`src/rtl/intr_cause_pkg.sv`:
```
package intr_cause_pkg;
   localparam int ADDR_W = 3;

   typedef enum logic [ADDR_W-1:0] {
      RA_CAUSE  = 3'd0,
      RA_SET    = 3'd1,
      RA_MSET   = 3'd2,
      RA_MCLR   = 3'd3,
      RA_MVIEW  = 3'd4,
      RA_MASKED = 3'd5,
      RA_MODE   = 3'd6
   } reg_addr_e;
endpackage

```
`src/rtl/intr_cause_bit.sv`:
```
module intr_cause_bit (
   input  logic clk,
   input  logic rst_n,
   input  logic event_i,
   input  logic set_i,
   input  logic w1c_i,
   input  logic rdclr_i,
   input  logic cor_mode_i,
   output logic q_o
);
   logic clr;

   always_comb clr = (w1c_i & ~cor_mode_i) | (rdclr_i & cor_mode_i);

   always_ff @(posedge clk or negedge rst_n) begin
      if (!rst_n)                q_o <= 1'b0;
      else if (event_i || set_i) q_o <= 1'b1;
      else if (clr)              q_o <= 1'b0;
   end

   AST_EVENT_SETS: assert property (@(posedge clk) disable iff (!rst_n)
      event_i |=> q_o);
   AST_SWSET_SETS: assert property (@(posedge clk) disable iff (!rst_n)
      set_i |=> q_o);
   AST_COR_IGNORES_W1C: assert property (@(posedge clk) disable iff (!rst_n)
      (cor_mode_i && w1c_i && !rdclr_i) |=> (q_o == $past(q_o) || q_o));
   AST_W1C_SURVIVES_READ: assert property (@(posedge clk) disable iff (!rst_n)
      (!cor_mode_i && rdclr_i && !w1c_i && q_o) |=> q_o);
endmodule

```
`src/rtl/intr_mask_reg.sv`:
```
module intr_mask_reg #(
   parameter int WIDTH = 32
) (
   input  logic             clk,
   input  logic             rst_n,
   input  logic             set_we,
   input  logic             clr_we,
   input  logic [WIDTH-1:0] wdata,
   output logic [WIDTH-1:0] mask_o
);
   always_ff @(posedge clk or negedge rst_n) begin
      if (!rst_n)      mask_o <= '1;
      else if (set_we) mask_o <= mask_o | wdata;
      else if (clr_we) mask_o <= mask_o & ~wdata;
   end

   AST_MASK_SET: assert property (@(posedge clk) disable iff (!rst_n)
      set_we |=> ((mask_o & $past(wdata)) == $past(wdata)));
   AST_MASK_CLR: assert property (@(posedge clk) disable iff (!rst_n)
      (clr_we && !set_we) |=> ((mask_o & $past(wdata)) == '0));
endmodule

```
`src/rtl/intr_rd_mux.sv`:
```
module intr_rd_mux
   import intr_cause_pkg::*;
#(
   parameter int WIDTH = 32
) (
   input  logic              clk,
   input  logic              rst_n,
   input  logic              rd_req,
   input  logic [ADDR_W-1:0] addr,
   input  logic [WIDTH-1:0]  cause,
   input  logic [WIDTH-1:0]  mask,
   input  logic [WIDTH-1:0]  mode,
   output logic [WIDTH-1:0]  rd_data,
   output logic              rd_valid
);
   logic [WIDTH-1:0] sel;

   always_comb begin
      unique case (reg_addr_e'(addr))
         RA_CAUSE:  sel = cause;
         RA_MVIEW:  sel = mask;
         RA_MASKED: sel = cause & ~mask;
         RA_MODE:   sel = mode;
         default:   sel = '0;
      endcase
   end

   always_ff @(posedge clk or negedge rst_n) begin
      if (!rst_n) begin
         rd_data  <= '0;
         rd_valid <= 1'b0;
      end else begin
         rd_valid <= rd_req;
         if (rd_req) rd_data <= sel;
      end
   end

   AST_RD_VALID: assert property (@(posedge clk) disable iff (!rst_n)
      rd_req |=> rd_valid);
endmodule

```
`src/rtl/intr_cause_bank.sv`:
```
module intr_cause_bank
   import intr_cause_pkg::*;
#(
   parameter int WIDTH       = 32,
   parameter bit PENDING_REG = 1'b0
) (
   input  logic              clk,
   input  logic              rst_n,
   input  logic              req_valid,
   input  logic              req_write,
   input  logic [ADDR_W-1:0] req_addr,
   input  logic [WIDTH-1:0]  req_wdata,
   input  logic [WIDTH-1:0]  hw_event,
   output logic [WIDTH-1:0]  rd_data,
   output logic              rd_valid,
   output logic              group_pending
);
   if (WIDTH < 1 || WIDTH > 64) begin : g_bad_width
      $error("intr_cause_bank: WIDTH must lie in 1..64");
   end

   logic             wr_req, rd_req;
   logic             wr_cause, wr_set, wr_mset, wr_mclr, wr_mode, rd_cause;
   logic [WIDTH-1:0] cause_q, mask_q, mode_q, unmasked;

   always_comb begin
      wr_req   = req_valid &  req_write;
      rd_req   = req_valid & ~req_write;
      wr_cause = wr_req & (req_addr == RA_CAUSE);
      wr_set   = wr_req & (req_addr == RA_SET);
      wr_mset  = wr_req & (req_addr == RA_MSET);
      wr_mclr  = wr_req & (req_addr == RA_MCLR);
      wr_mode  = wr_req & (req_addr == RA_MODE);
      rd_cause = rd_req & (req_addr == RA_CAUSE);
      unmasked = cause_q & ~mask_q;
   end

   for (genvar i = 0; i < WIDTH; i++) begin : g_bit
      intr_cause_bit u_bit (
         .clk        (clk),
         .rst_n      (rst_n),
         .event_i    (hw_event[i]),
         .set_i      (wr_set & req_wdata[i]),
         .w1c_i      (wr_cause & req_wdata[i]),
         .rdclr_i    (rd_cause),
         .cor_mode_i (mode_q[i]),
         .q_o        (cause_q[i])
      );
   end

   always_ff @(posedge clk or negedge rst_n) begin
      if (!rst_n)       mode_q <= '0;
      else if (wr_mode) mode_q <= req_wdata;
   end

   intr_mask_reg #(.WIDTH(WIDTH)) u_mask (
      .clk    (clk),
      .rst_n  (rst_n),
      .set_we (wr_mset),
      .clr_we (wr_mclr),
      .wdata  (req_wdata),
      .mask_o (mask_q)
   );

   intr_rd_mux #(.WIDTH(WIDTH)) u_rd (
      .clk      (clk),
      .rst_n    (rst_n),
      .rd_req   (rd_req),
      .addr     (req_addr),
      .cause    (cause_q),
      .mask     (mask_q),
      .mode     (mode_q),
      .rd_data  (rd_data),
      .rd_valid (rd_valid)
   );

   if (PENDING_REG) begin : g_pend_reg
      always_ff @(posedge clk or negedge rst_n) begin
         if (!rst_n) group_pending <= 1'b0;
         else        group_pending <= |unmasked;
      end
   end else begin : g_pend_comb
      always_comb group_pending = |unmasked;
   end

   AST_EVENT_BEATS_W1C: assert property (@(posedge clk) disable iff (!rst_n)
      (wr_cause && ((hw_event & req_wdata) != '0))
      |=> ((cause_q & $past(hw_event & req_wdata)) == $past(hw_event & req_wdata)));
   AST_MODE_WRITE: assert property (@(posedge clk) disable iff (!rst_n)
      wr_mode |=> (mode_q == $past(req_wdata)));
endmodule

```
`config.mk`:
```
export PLATFORM = sky130hd
export DESIGN_NAME = intr_cause_bank
export DESIGN_NICKNAME = d
export VERILOG_FILES = /design/src/rtl/intr_cause_pkg.sv /design/src/rtl/intr_cause_bit.sv /design/src/rtl/intr_mask_reg.sv /design/src/rtl/intr_rd_mux.sv /design/src/rtl/intr_cause_bank.sv
export SDC_FILE = /design/constraint.sdc
export NUM_CORES = 1
export LEC_CHECK = 0
export ABC_AREA = 0
export BUFFER_PORTS_ARGS = -buffer_cell sky130_fd_sc_hd__buf_2
export CAP_MARGIN = 30
export CORE_ASPECT_RATIO = 1.5
export CORE_UTILIZATION = 33
export DETAILED_ROUTE_END_ITERATION = 7
export PLACE_DENSITY_LB_ADDON = 0.05
export SYNTH_ARGS = -nofsm -noshare
export SYNTH_HDL_FRONTEND = slang
export SYNTH_SLANG_ARGS = --single-unit
```
`constraint.sdc`:
```
create_clock -name clk -period 1.6 [get_ports clk]
set_clock_uncertainty 0.2 [all_clocks]
set_input_delay 0.32 -clock clk [delete_from_list [all_inputs] [get_ports clk]]
set_output_delay 0.32 -clock clk [all_outputs]
set_load 0.02 [all_outputs]
```
==> results of run 1 <==
-- path summary, 6_finish.rpt --
| path | endpoint | slack, ps | depth (start not counted) |
|---|---|---|---|
| min | g_bit[23].u_bit.q_o | 160 | 2 |
| max | group_pending | -760 | 5 |
| max in group asynchronous | asynchronous set/reset pin | 440 | 3 |
| min reg2reg | u_rd.rd_data[18] | 270 | 2 |
| max reg2reg | u_rd.rd_data[26] | -50 | 7 |
| min in group clk | register | 180 | 4 |
-- critical path, stage by stage, from the launching register on --
cell	delay (ps)
sky130_fd_sc_hd__dfstp_2	540
sky130_fd_sc_hd__nand2b_4	150
sky130_fd_sc_hd__nand4_1	110
sky130_fd_sc_hd__nor4_1	280
sky130_fd_sc_hd__nand3_1	170
sky130_fd_sc_hd__buf_6	170
-- area by class of cell --
cell class | instances | area [µm²]
fillers | 1886 | 10320
flip-flops and latches | 129 | 3268
inverters | 37 | 138.9
clock buffers | 22 | 484.2
repair buffers | 282 | 2261
multi-input cells | 468 | 3336
clock inverters | 10 | 202.7
well taps | 264 | 330.3
-- Yosys cell counts, drive strengths merged, types with 30 or more instances --
library cell	instances	share of area, %
a211oi	30	3.3
dfrtp	97	35
nand2b	57	5.2
clkbuf	35	1.9
a31oi	31	2.8
o32ai	30	3.8
inv	37	2.0
nand2	69	3.8
mux2	31	6.0
a21oi	61	4.5
o21ai	37	2.7
dfstp	32	12
mux2i	31	4.5
-- report_power, final --
part           switching [W]  internal [W]  leakage, nW
sequential          0.000367       0.00389         1.46
combinational        0.00124       0.00145         2.76
clock                0.00149       0.00308        0.336
-- timing repair --
| item | CTS | global route |
|---|---|---|
| resized for setup | 16 | 6 |
| hold buffers | 65 | 0 |
| endpoints found under the setup margin | 3 | 5 |
| setup buffers | 1 | 1 |
| pin swaps | 4 | 2 |
| endpoints found under the hold margin | 191 | 0 |
-- cell families (layout without fill, tap and decap cells) --
kind of cell           after synthesis  count (layout)  synth area share (%)
AOI/OAI and AO/OA                  230             230                 22.31
buffers and inverters               96             351                 5.965
DFF                                129             129                 47.80
muxes                               62              62                 10.52
and+or+nand+nor                    176             176                 13.41
-- layer usage --
| layer | global-route usage [%] | vias to the layer above | share of wire [%] |
|---|---|---|---|
| met4 | 9.479 | 0 | 2.9 |
| met5 | 0 | - | 0 |
| met3 | 4.092 | 36 | 3.7 |
| met2 | 41.93 | 170 | 51 |
| met1 | 27.51 | 3200 | 42 |
| li1 | - | 3033 | - |
-- metrics by stage --
step	utilization (%)	setup slack, ps	cell area, µm²	power [W]	setup TNS (ps)
finish	49.27	-759.7	10020	0.01152	-812.6
global route	49.27	-845.9	10020	0.01204	-983.4
CTS	49.11	-786.9	9990	0.01162	-786.9
detailed placement	42.05	-411.5	8553	0.006771	-33890
global placement	42.05	-435.6	8553	0.006719	-32490
floorplan	-	-147.0	6910	0.005565	-6801
==> flow_summary.html, run 1 <==
<table>
<tr><th>Metric</th><th>Value</th></tr>
<tr><th colspan="2">Place</th></tr>
<tr><td>Number of placed cells counting well taps</td><td>1113</td></tr>
<tr><td>DPL Wire Length</td><td>16990 µm</td></tr>
<tr><td>Routability congestion estimate from global placement</td><td>0.8290</td></tr>
<tr><td>Count of input and output buffers</td><td>104</td></tr>
<tr><th colspan="2">Global route</th></tr>
<tr><td>Remaining global-route overflow</td><td>0</td></tr>
<tr><td>Initial antenna violation count</td><td>0</td></tr>
<tr><td>GR Util All Layers</td><td>23.43%</td></tr>
<tr><td>Number of global-route vias before repair</td><td>6590</td></tr>
<tr><td>Maximum number of pins on one net before global-route repair</td><td>53</td></tr>
<tr><td>Wire length of the first global-routing pass</td><td>37310 µm</td></tr>
<tr><th colspan="2">Synth</th></tr>
<tr><td>Post-synthesis net count</td><td>764</td></tr>
<tr><td>Netlist area before placement</td><td>0.006838 mm²</td></tr>
<tr><td>Sequential fraction of the synthesis area</td><td>47.80%</td></tr>
<tr><td>FFs w/ async S/R, synth</td><td>100.0%</td></tr>
<tr><td>Count of warnings emitted by yosys</td><td>0</td></tr>
<tr><td>Prevailing post-synth register cell</td><td>sky130_fd_sc_hd__dfrtp_1</td></tr>
<tr><td>Seq cells post-synth</td><td>129</td></tr>
<tr><td>Cell variety after synth</td><td>38</td></tr>
<tr><td>Mapped Avg Cell Area</td><td>9.867 µm²</td></tr>
<tr><td>Post-synth EDFFs</td><td>0</td></tr>
<tr><td>Synthesized netlist cell count</td><td>693</td></tr>
<tr><th colspan="2">Route</th></tr>
<tr><td>Antenna-violating nets left</td><td>0</td></tr>
<tr><td>Number of iterations in the first detailed-routing pass</td><td>4</td></tr>
<tr><td>Detail-routed via count per cell</td><td>5.313</td></tr>
<tr><td>Number of vias in the routed layout</td><td>6439</td></tr>
<tr><td>Residual DRC</td><td>0</td></tr>
<tr><td>Wirelength per Cell</td><td>19.84 µm</td></tr>
<tr><td>Total wire length</td><td>24040 µm</td></tr>
<tr><td>Iteration-0 DRC Markers</td><td>310</td></tr>
<tr><th colspan="2">STA</th></tr>
<tr><td>WHS</td><td>155.7 ps</td></tr>
<tr><td>Number of hold-slack violations in the final timing report</td><td>0</td></tr>
<tr><td>Max Clock Freq</td><td>423.8 MHz</td></tr>
<tr><td>Slew at the pin with the worst max-slew slack</td><td>330.0 ps</td></tr>
<tr><td>Slew Limit Headroom</td><td>77.77%</td></tr>
<tr><td>Final setup vio count</td><td>2</td></tr>
<tr><td>Share of the cycle needed by the critical path after routing</td><td>147.5%</td></tr>
<tr><td>Min cycle time layout</td><td>2360 ps</td></tr>
<tr><td>RSZ-0062 raised after global routing</td><td>yes</td></tr>
<tr><td>Final WS setup</td><td>-759.7 ps</td></tr>
<tr><td>Max Transition Viols Final</td><td>0</td></tr>
<tr><th colspan="2">Final layout</th></tr>
<tr><td>Synth-to-layout area growth</td><td>46.55%</td></tr>
<tr><td>Antenna diode count</td><td>0</td></tr>
<tr><td># nets final</td><td>1006</td></tr>
<tr><td>Most frequent standard cell in the layout excluding fill and tap cells</td><td>sky130_fd_sc_hd__buf_2</td></tr>
<tr><td>Highest-count cells in the layout ignoring fill and taps</td><td>sky130_fd_sc_hd__buf_2 (102), sky130_fd_sc_hd__dfrtp_1 (97), sky130_fd_sc_hd__buf_4 (94), sky130_fd_sc_hd__nand2_1 (69), sky130_fd_sc_hd__dlygate4sd3_1 (65)</td></tr>
<tr><td>Finished Layout Cells</td><td>1212</td></tr>
<tr><td>Fraction of final layout cells with drive strength greater than 1</td><td>35.13%</td></tr>
<tr><th colspan="2">Floorplan</th></tr>
<tr><td>Core box area</td><td>0.02034 mm²</td></tr>
<tr><td>X dimension of the die</td><td>119.5 µm</td></tr>
<tr><td>Cell row count</td><td>64</td></tr>
<tr><td>Initial Utilization</td><td>33.62%</td></tr>
<tr><td>Die Footprint</td><td>0.02131 mm²</td></tr>
<tr><td>I/O pin count</td><td>105</td></tr>
<tr><td>Height of the chip</td><td>178.3 µm</td></tr>
<tr><th colspan="2">Pwr</th></tr>
<tr><td>Leakage power</td><td>4.549 nW</td></tr>
<tr><td>Peak supply drop</td><td>0.6211 mV</td></tr>
<tr><td>Power density relative to cell area</td><td>1150 mW/mm²</td></tr>
<tr><th colspan="2">Status</th></tr>
<tr><td>Violations in the final reports</td><td>negative setup slack</td></tr>
<tr><td>Outcome</td><td>finished, violations left</td></tr>
<tr><th colspan="2">Clock tree</th></tr>
<tr><td>Longest Clk Path Bufs</td><td>2</td></tr>
<tr><td>Number of H-tree levels</td><td>4</td></tr>
<tr><td>Clock buffers created by TritonCTS</td><td>17</td></tr>
<tr><td>Worst-skew pair later-pin latency</td><td>430 ps</td></tr>
<tr><td>Clock tree from TritonCTS</td><td>yes</td></tr>
<tr><td>Number of clock sinks seen by CTS</td><td>129</td></tr>
<tr><td>Clock input transition at the sequential cells of the worst setup and hold paths</td><td>60 ps</td></tr>
<tr><td>Root buffer cell</td><td>sky130_fd_sc_hd__clkbuf_16</td></tr>
<tr><th colspan="2">Critical path</th></tr>
<tr><td>Element type at the critical path end</td><td>output port</td></tr>
<tr><td>Worst EP arrival</td><td>1840 ps</td></tr>
<tr><td>Critical path class</td><td>reg2out</td></tr>
<tr><td>Required @ worst endpoint</td><td>1080 ps</td></tr>
<tr><td>Top fanout value on the critical path</td><td>2</td></tr>
<tr><td>Kind of start point of the critical path</td><td>register</td></tr>
<tr><th colspan="2">Min path</th></tr>
<tr><td>Hold Crit Class</td><td>in2async</td></tr>
<tr><th colspan="2">Run</th></tr>
<tr><td>Max-Cap Viols</td><td>0</td></tr>
</table>
Note: power is estimated with default switching activity, not from simulation.
==> run 2: changes to the inputs <==
--- a/config.mk
+++ b/config.mk
@@ -12,6 +12,7 @@
 export CORE_UTILIZATION = 33
 export DETAILED_ROUTE_END_ITERATION = 7
 export PLACE_DENSITY_LB_ADDON = 0.05
+export SETUP_SLACK_MARGIN = 0.5
 export SYNTH_ARGS = -nofsm -noshare
 export SYNTH_HDL_FRONTEND = slang
 export SYNTH_SLANG_ARGS = --single-unit
==> run 2 against run 1 <==
  * The run ends with negative hold slack, negative setup slack left
  * Routed wire length grew 25%
  * Combinational power grew 57%
  * Worst setup slack lost 120 ps
  * Global-route usage grew 4.5 points
  * Largest power group is now sequential cells
  * Register-to-register slack gained 130 ps
  * Sequential power grew 2%
  * Die area is the same
  * Flip-flop and latch count is the same
  * Count of clock-buffer cells in the layout shrank 2
  * Cell count grew 4.5%
  * Clock power shrank 16%
==> flow_summary.html, run 2 (synthesis gave the netlist of run 1 again) <==
<table>
<tr><th>Metric</th><th>Value</th></tr>
<tr><th colspan="2">STA</th></tr>
<tr><td>RSZ-0062 raised after global routing</td><td>yes</td></tr>
<tr><td>Number of hold-slack violations in the final timing report</td><td>122 (+122)</td></tr>
<tr><td>Share of the cycle needed by the critical path after routing</td><td>155.1% (+7.6 points)</td></tr>
<tr><td>Max Transition Viols Final</td><td>0 (unchanged)</td></tr>
<tr><td>WHS</td><td>-418.0 ps (-573.7 ps)</td></tr>
<tr><td>Slew Limit Headroom</td><td>75.09% (-2.7 points)</td></tr>
<tr><td>Slew at the pin with the worst max-slew slack</td><td>373.6 ps (+43.60 ps)</td></tr>
<tr><td>Final WS setup</td><td>-881.0 ps (-121.3 ps)</td></tr>
<tr><td>Setup TNS</td><td>-881.0 ps (-68.34 ps)</td></tr>
<tr><td>Min cycle time layout</td><td>2481 ps (+121.3 ps)</td></tr>
<tr><td>Max Clock Freq</td><td>403.1 MHz (-4.9%)</td></tr>
<tr><td>Final setup vio count</td><td>1 (-1)</td></tr>
<tr><th colspan="2">Global route</th></tr>
<tr><td>GR Util All Layers</td><td>27.97% (+4.5 points)</td></tr>
<tr><td>Number of global-route vias before repair</td><td>7447 (+13%)</td></tr>
<tr><td>Maximum number of pins on one net before global-route repair</td><td>37 (-30%)</td></tr>
<tr><td>Remaining global-route overflow</td><td>0 (unchanged)</td></tr>
<tr><td>Wire length of the first global-routing pass</td><td>43970 µm (+18%)</td></tr>
<tr><td>Initial antenna violation count</td><td>1 (+1)</td></tr>
<tr><th colspan="2">Final layout</th></tr>
<tr><td>Fill cells</td><td>1555 (-18%)</td></tr>
<tr><td>Synth-to-layout area growth</td><td>91.25%</td></tr>
<tr><td>Highest-count cells in the layout ignoring fill and taps</td><td>sky130_fd_sc_hd__dfrtp_1 (96), sky130_fd_sc_hd__buf_6 (82), sky130_fd_sc_hd__buf_4 (74), sky130_fd_sc_hd__buf_2 (66), sky130_fd_sc_hd__nand2_1 (62)</td></tr>
<tr><td>Post-Route Utilization</td><td>64.30% (+15 points)</td></tr>
<tr><td>Storage element area</td><td>0.003269 mm² (about the same)</td></tr>
<tr><td>Most frequent standard cell in the layout excluding fill and tap cells</td><td>sky130_fd_sc_hd__dfrtp_1</td></tr>
<tr><td># nets final</td><td>1059 (+5.3%)</td></tr>
<tr><td>Fraction of final layout cells with drive strength greater than 1</td><td>62.94% (+28 points)</td></tr>
<tr><td>Total area of multi-input combinational cells</td><td>0.005130 mm² (+54%)</td></tr>
<tr><th colspan="2">Status</th></tr>
<tr><td>Violations in the final reports</td><td>negative hold slack, negative setup slack</td></tr>
<tr><td>Outcome</td><td>finished, violations left</td></tr>
<tr><th colspan="2">Critical path</th></tr>
<tr><td>Worst R2R Path Depth</td><td>6 (-1)</td></tr>
<tr><td>Required @ worst endpoint</td><td>1080 ps (about the same)</td></tr>
<tr><td>Top fanout value on the critical path</td><td>2 (unchanged)</td></tr>
<tr><td>Kind of start point of the critical path</td><td>register</td></tr>
<tr><td>R2R Path End</td><td>u_rd.rd_data[24]</td></tr>
<tr><td>FF-to-FF setup slack</td><td>80 ps (+130 ps)</td></tr>
<tr><td>Critical path class</td><td>reg2out</td></tr>
<tr><td>Element type at the critical path end</td><td>output port</td></tr>
<tr><td>Worst EP arrival</td><td>1960 ps (+120 ps)</td></tr>
<tr><th colspan="2">Floorplan</th></tr>
<tr><td>Die Footprint</td><td>0.02131 mm² (unchanged)</td></tr>
<tr><td>Height of the chip</td><td>178.3 µm (unchanged)</td></tr>
<tr><td>Cell row count</td><td>64 (unchanged)</td></tr>
<tr><td>Core box area</td><td>0.02034 mm² (unchanged)</td></tr>
<tr><td>Initial Utilization</td><td>33.62% (unchanged)</td></tr>
<tr><td>I/O pin count</td><td>105 (unchanged)</td></tr>
<tr><td>X dimension of the die</td><td>119.5 µm (unchanged)</td></tr>
<tr><th colspan="2">Clock tree</th></tr>
<tr><td>Clock input transition at the sequential cells of the worst setup and hold paths</td><td>60 ps (about the same)</td></tr>
<tr><td>Clock tree from TritonCTS</td><td>yes</td></tr>
<tr><td>Worst-skew pair later-pin latency</td><td>430 ps (about the same)</td></tr>
<tr><td>Number of hold buffers added after CTS</td><td>49 (-25%)</td></tr>
<tr><td>Longest Clk Path Bufs</td><td>2 (unchanged)</td></tr>
<tr><td>Root buffer cell</td><td>sky130_fd_sc_hd__clkbuf_16</td></tr>
<tr><td>Clock buffers created by TritonCTS</td><td>17 (unchanged)</td></tr>
<tr><td>Number of H-tree levels</td><td>4 (unchanged)</td></tr>
<tr><td>Number of clock sinks seen by CTS</td><td>129 (unchanged)</td></tr>
<tr><th colspan="2">Route</th></tr>
<tr><td>Residual DRC</td><td>0 (unchanged)</td></tr>
<tr><td>Detail-routed via count per cell</td><td>5.610 (+5.6%)</td></tr>
<tr><td>Antenna-violating nets left</td><td>0 (unchanged)</td></tr>
<tr><td>Wirelength per Cell</td><td>23.82 µm (+20%)</td></tr>
<tr><td>Total wire length</td><td>30150 µm (+25%)</td></tr>
<tr><td>Number of iterations in the first detailed-routing pass</td><td>5 (+1)</td></tr>
<tr><td>Iteration-0 DRC Markers</td><td>343 (+11%)</td></tr>
<tr><td>Number of vias in the routed layout</td><td>7102 (+10%)</td></tr>
<tr><th colspan="2">Run</th></tr>
<tr><td>Max-Cap Viols</td><td>0 (unchanged)</td></tr>
<tr><th colspan="2">Pwr</th></tr>
<tr><td>Leakage power</td><td>5.622 nW (+24%)</td></tr>
<tr><td>Power density relative to cell area</td><td>950.1 mW/mm² (-17%)</td></tr>
<tr><td>Post-route total power</td><td>0.01243 W (+7.9%)</td></tr>
<tr><td>Peak supply drop</td><td>0.8787 mV (+41%)</td></tr>
<tr><th colspan="2">Place</th></tr>
<tr><td>Count of input and output buffers</td><td>104 (unchanged)</td></tr>
<tr><td>Routability congestion estimate from global placement</td><td>0.8540 (+3.0%)</td></tr>
<tr><td>DPL Wire Length</td><td>16960 µm (-0.20%)</td></tr>
<tr><th colspan="2">Min path</th></tr>
<tr><td>Hold Crit Class</td><td>in2async</td></tr>
</table>
[run 2: cell types whose count changed in the layout (fill, tap and decap cells not counted), moves of 22 or more]
cell / before / now
sky130_fd_sc_hd__o21ai_0: 35 / 2
sky130_fd_sc_hd__o21ai_2: 1 / 23
sky130_fd_sc_hd__buf_2: 102 / 66
sky130_fd_sc_hd__nand2b_4: 10 / 39
sky130_fd_sc_hd__a21oi_2: 0 / 41
sky130_fd_sc_hd__o32ai_1: 30 / 1
sky130_fd_sc_hd__nand2b_1: 47 / 18
sky130_fd_sc_hd__a21oi_1: 61 / 1
sky130_fd_sc_hd__buf_6: 3 / 82
sky130_fd_sc_hd__a211oi_1: 25 / 0
[run 2: worst max-delay path by stage]
stage	endpoint	depth (start not counted)	slack, ps
after floorplan	mode_q[10]	7	-140
after global placement	group_pending	5	-650
after detailed placement	group_pending	5	-640
after CTS	group_pending	5	-940
after global routing	group_pending	5	-980
final	group_pending	5	-880
[run 2: worst max-delay path, stage by stage, from the launching register on]
cell and delay [ps]:
sky130_fd_sc_hd__dfstp_2 530, sky130_fd_sc_hd__nand2b_4 130, sky130_fd_sc_hd__nand4_1 150, sky130_fd_sc_hd__nor4_2 340, sky130_fd_sc_hd__nand3_1 170, sky130_fd_sc_hd__buf_2 190
[run 2: metrics by stage]
step                      cell area, µm²  cells  worst slack, ps
final                              13080   1266           -881.0
after global routing               13080   1266           -975.8
after CTS                          11830   1245           -942.4
after detailed placement            8651   1113           -640.4
after global placement              8651   1113           -651.6
after floorplan                     7084    693           -140.6
[run 2: routing by layer]
metal	routed length, µm	track usage (%)	up-vias	share of wire, %
met3	1201	4.412	71	4.0
met2	15520	47.76	226	51
met4	1191	13.80	0	4.0
li1	-	-	3162	-
met5	0	0	-	0
met1	12230	34.15	3643	41
[run 2: layout make-up]
type                            instances  share of cell area [%]
Antenna cell                            1                 0.01914
Tap cell                              264                   2.526
Clock buffer                           20                   3.416
Clock inverter                         12                  0.8898
Multi-Input combinational cell        469                   39.23
Inverter                               37                   1.062
Sequential cell                       129                   25.00
Timing Repair Buffer                  334                   27.86
[run 2: power by group]
group	switching, W	internal [W]	total, W	leakage (nW)
registers	0.000465	0.00390	0.00436	1.46
logic	0.00191	0.00230	0.00422	3.88
clock network	0.00154	0.00231	0.00384	0.283
[run 2: timing repair]
action,CTS,global route
gates cloned,15,6
buffers inserted,36,14
resized for setup,345,172
endpoints found under the setup margin,162,162
pin swaps,72,104
hold endpoints to repair,187,123
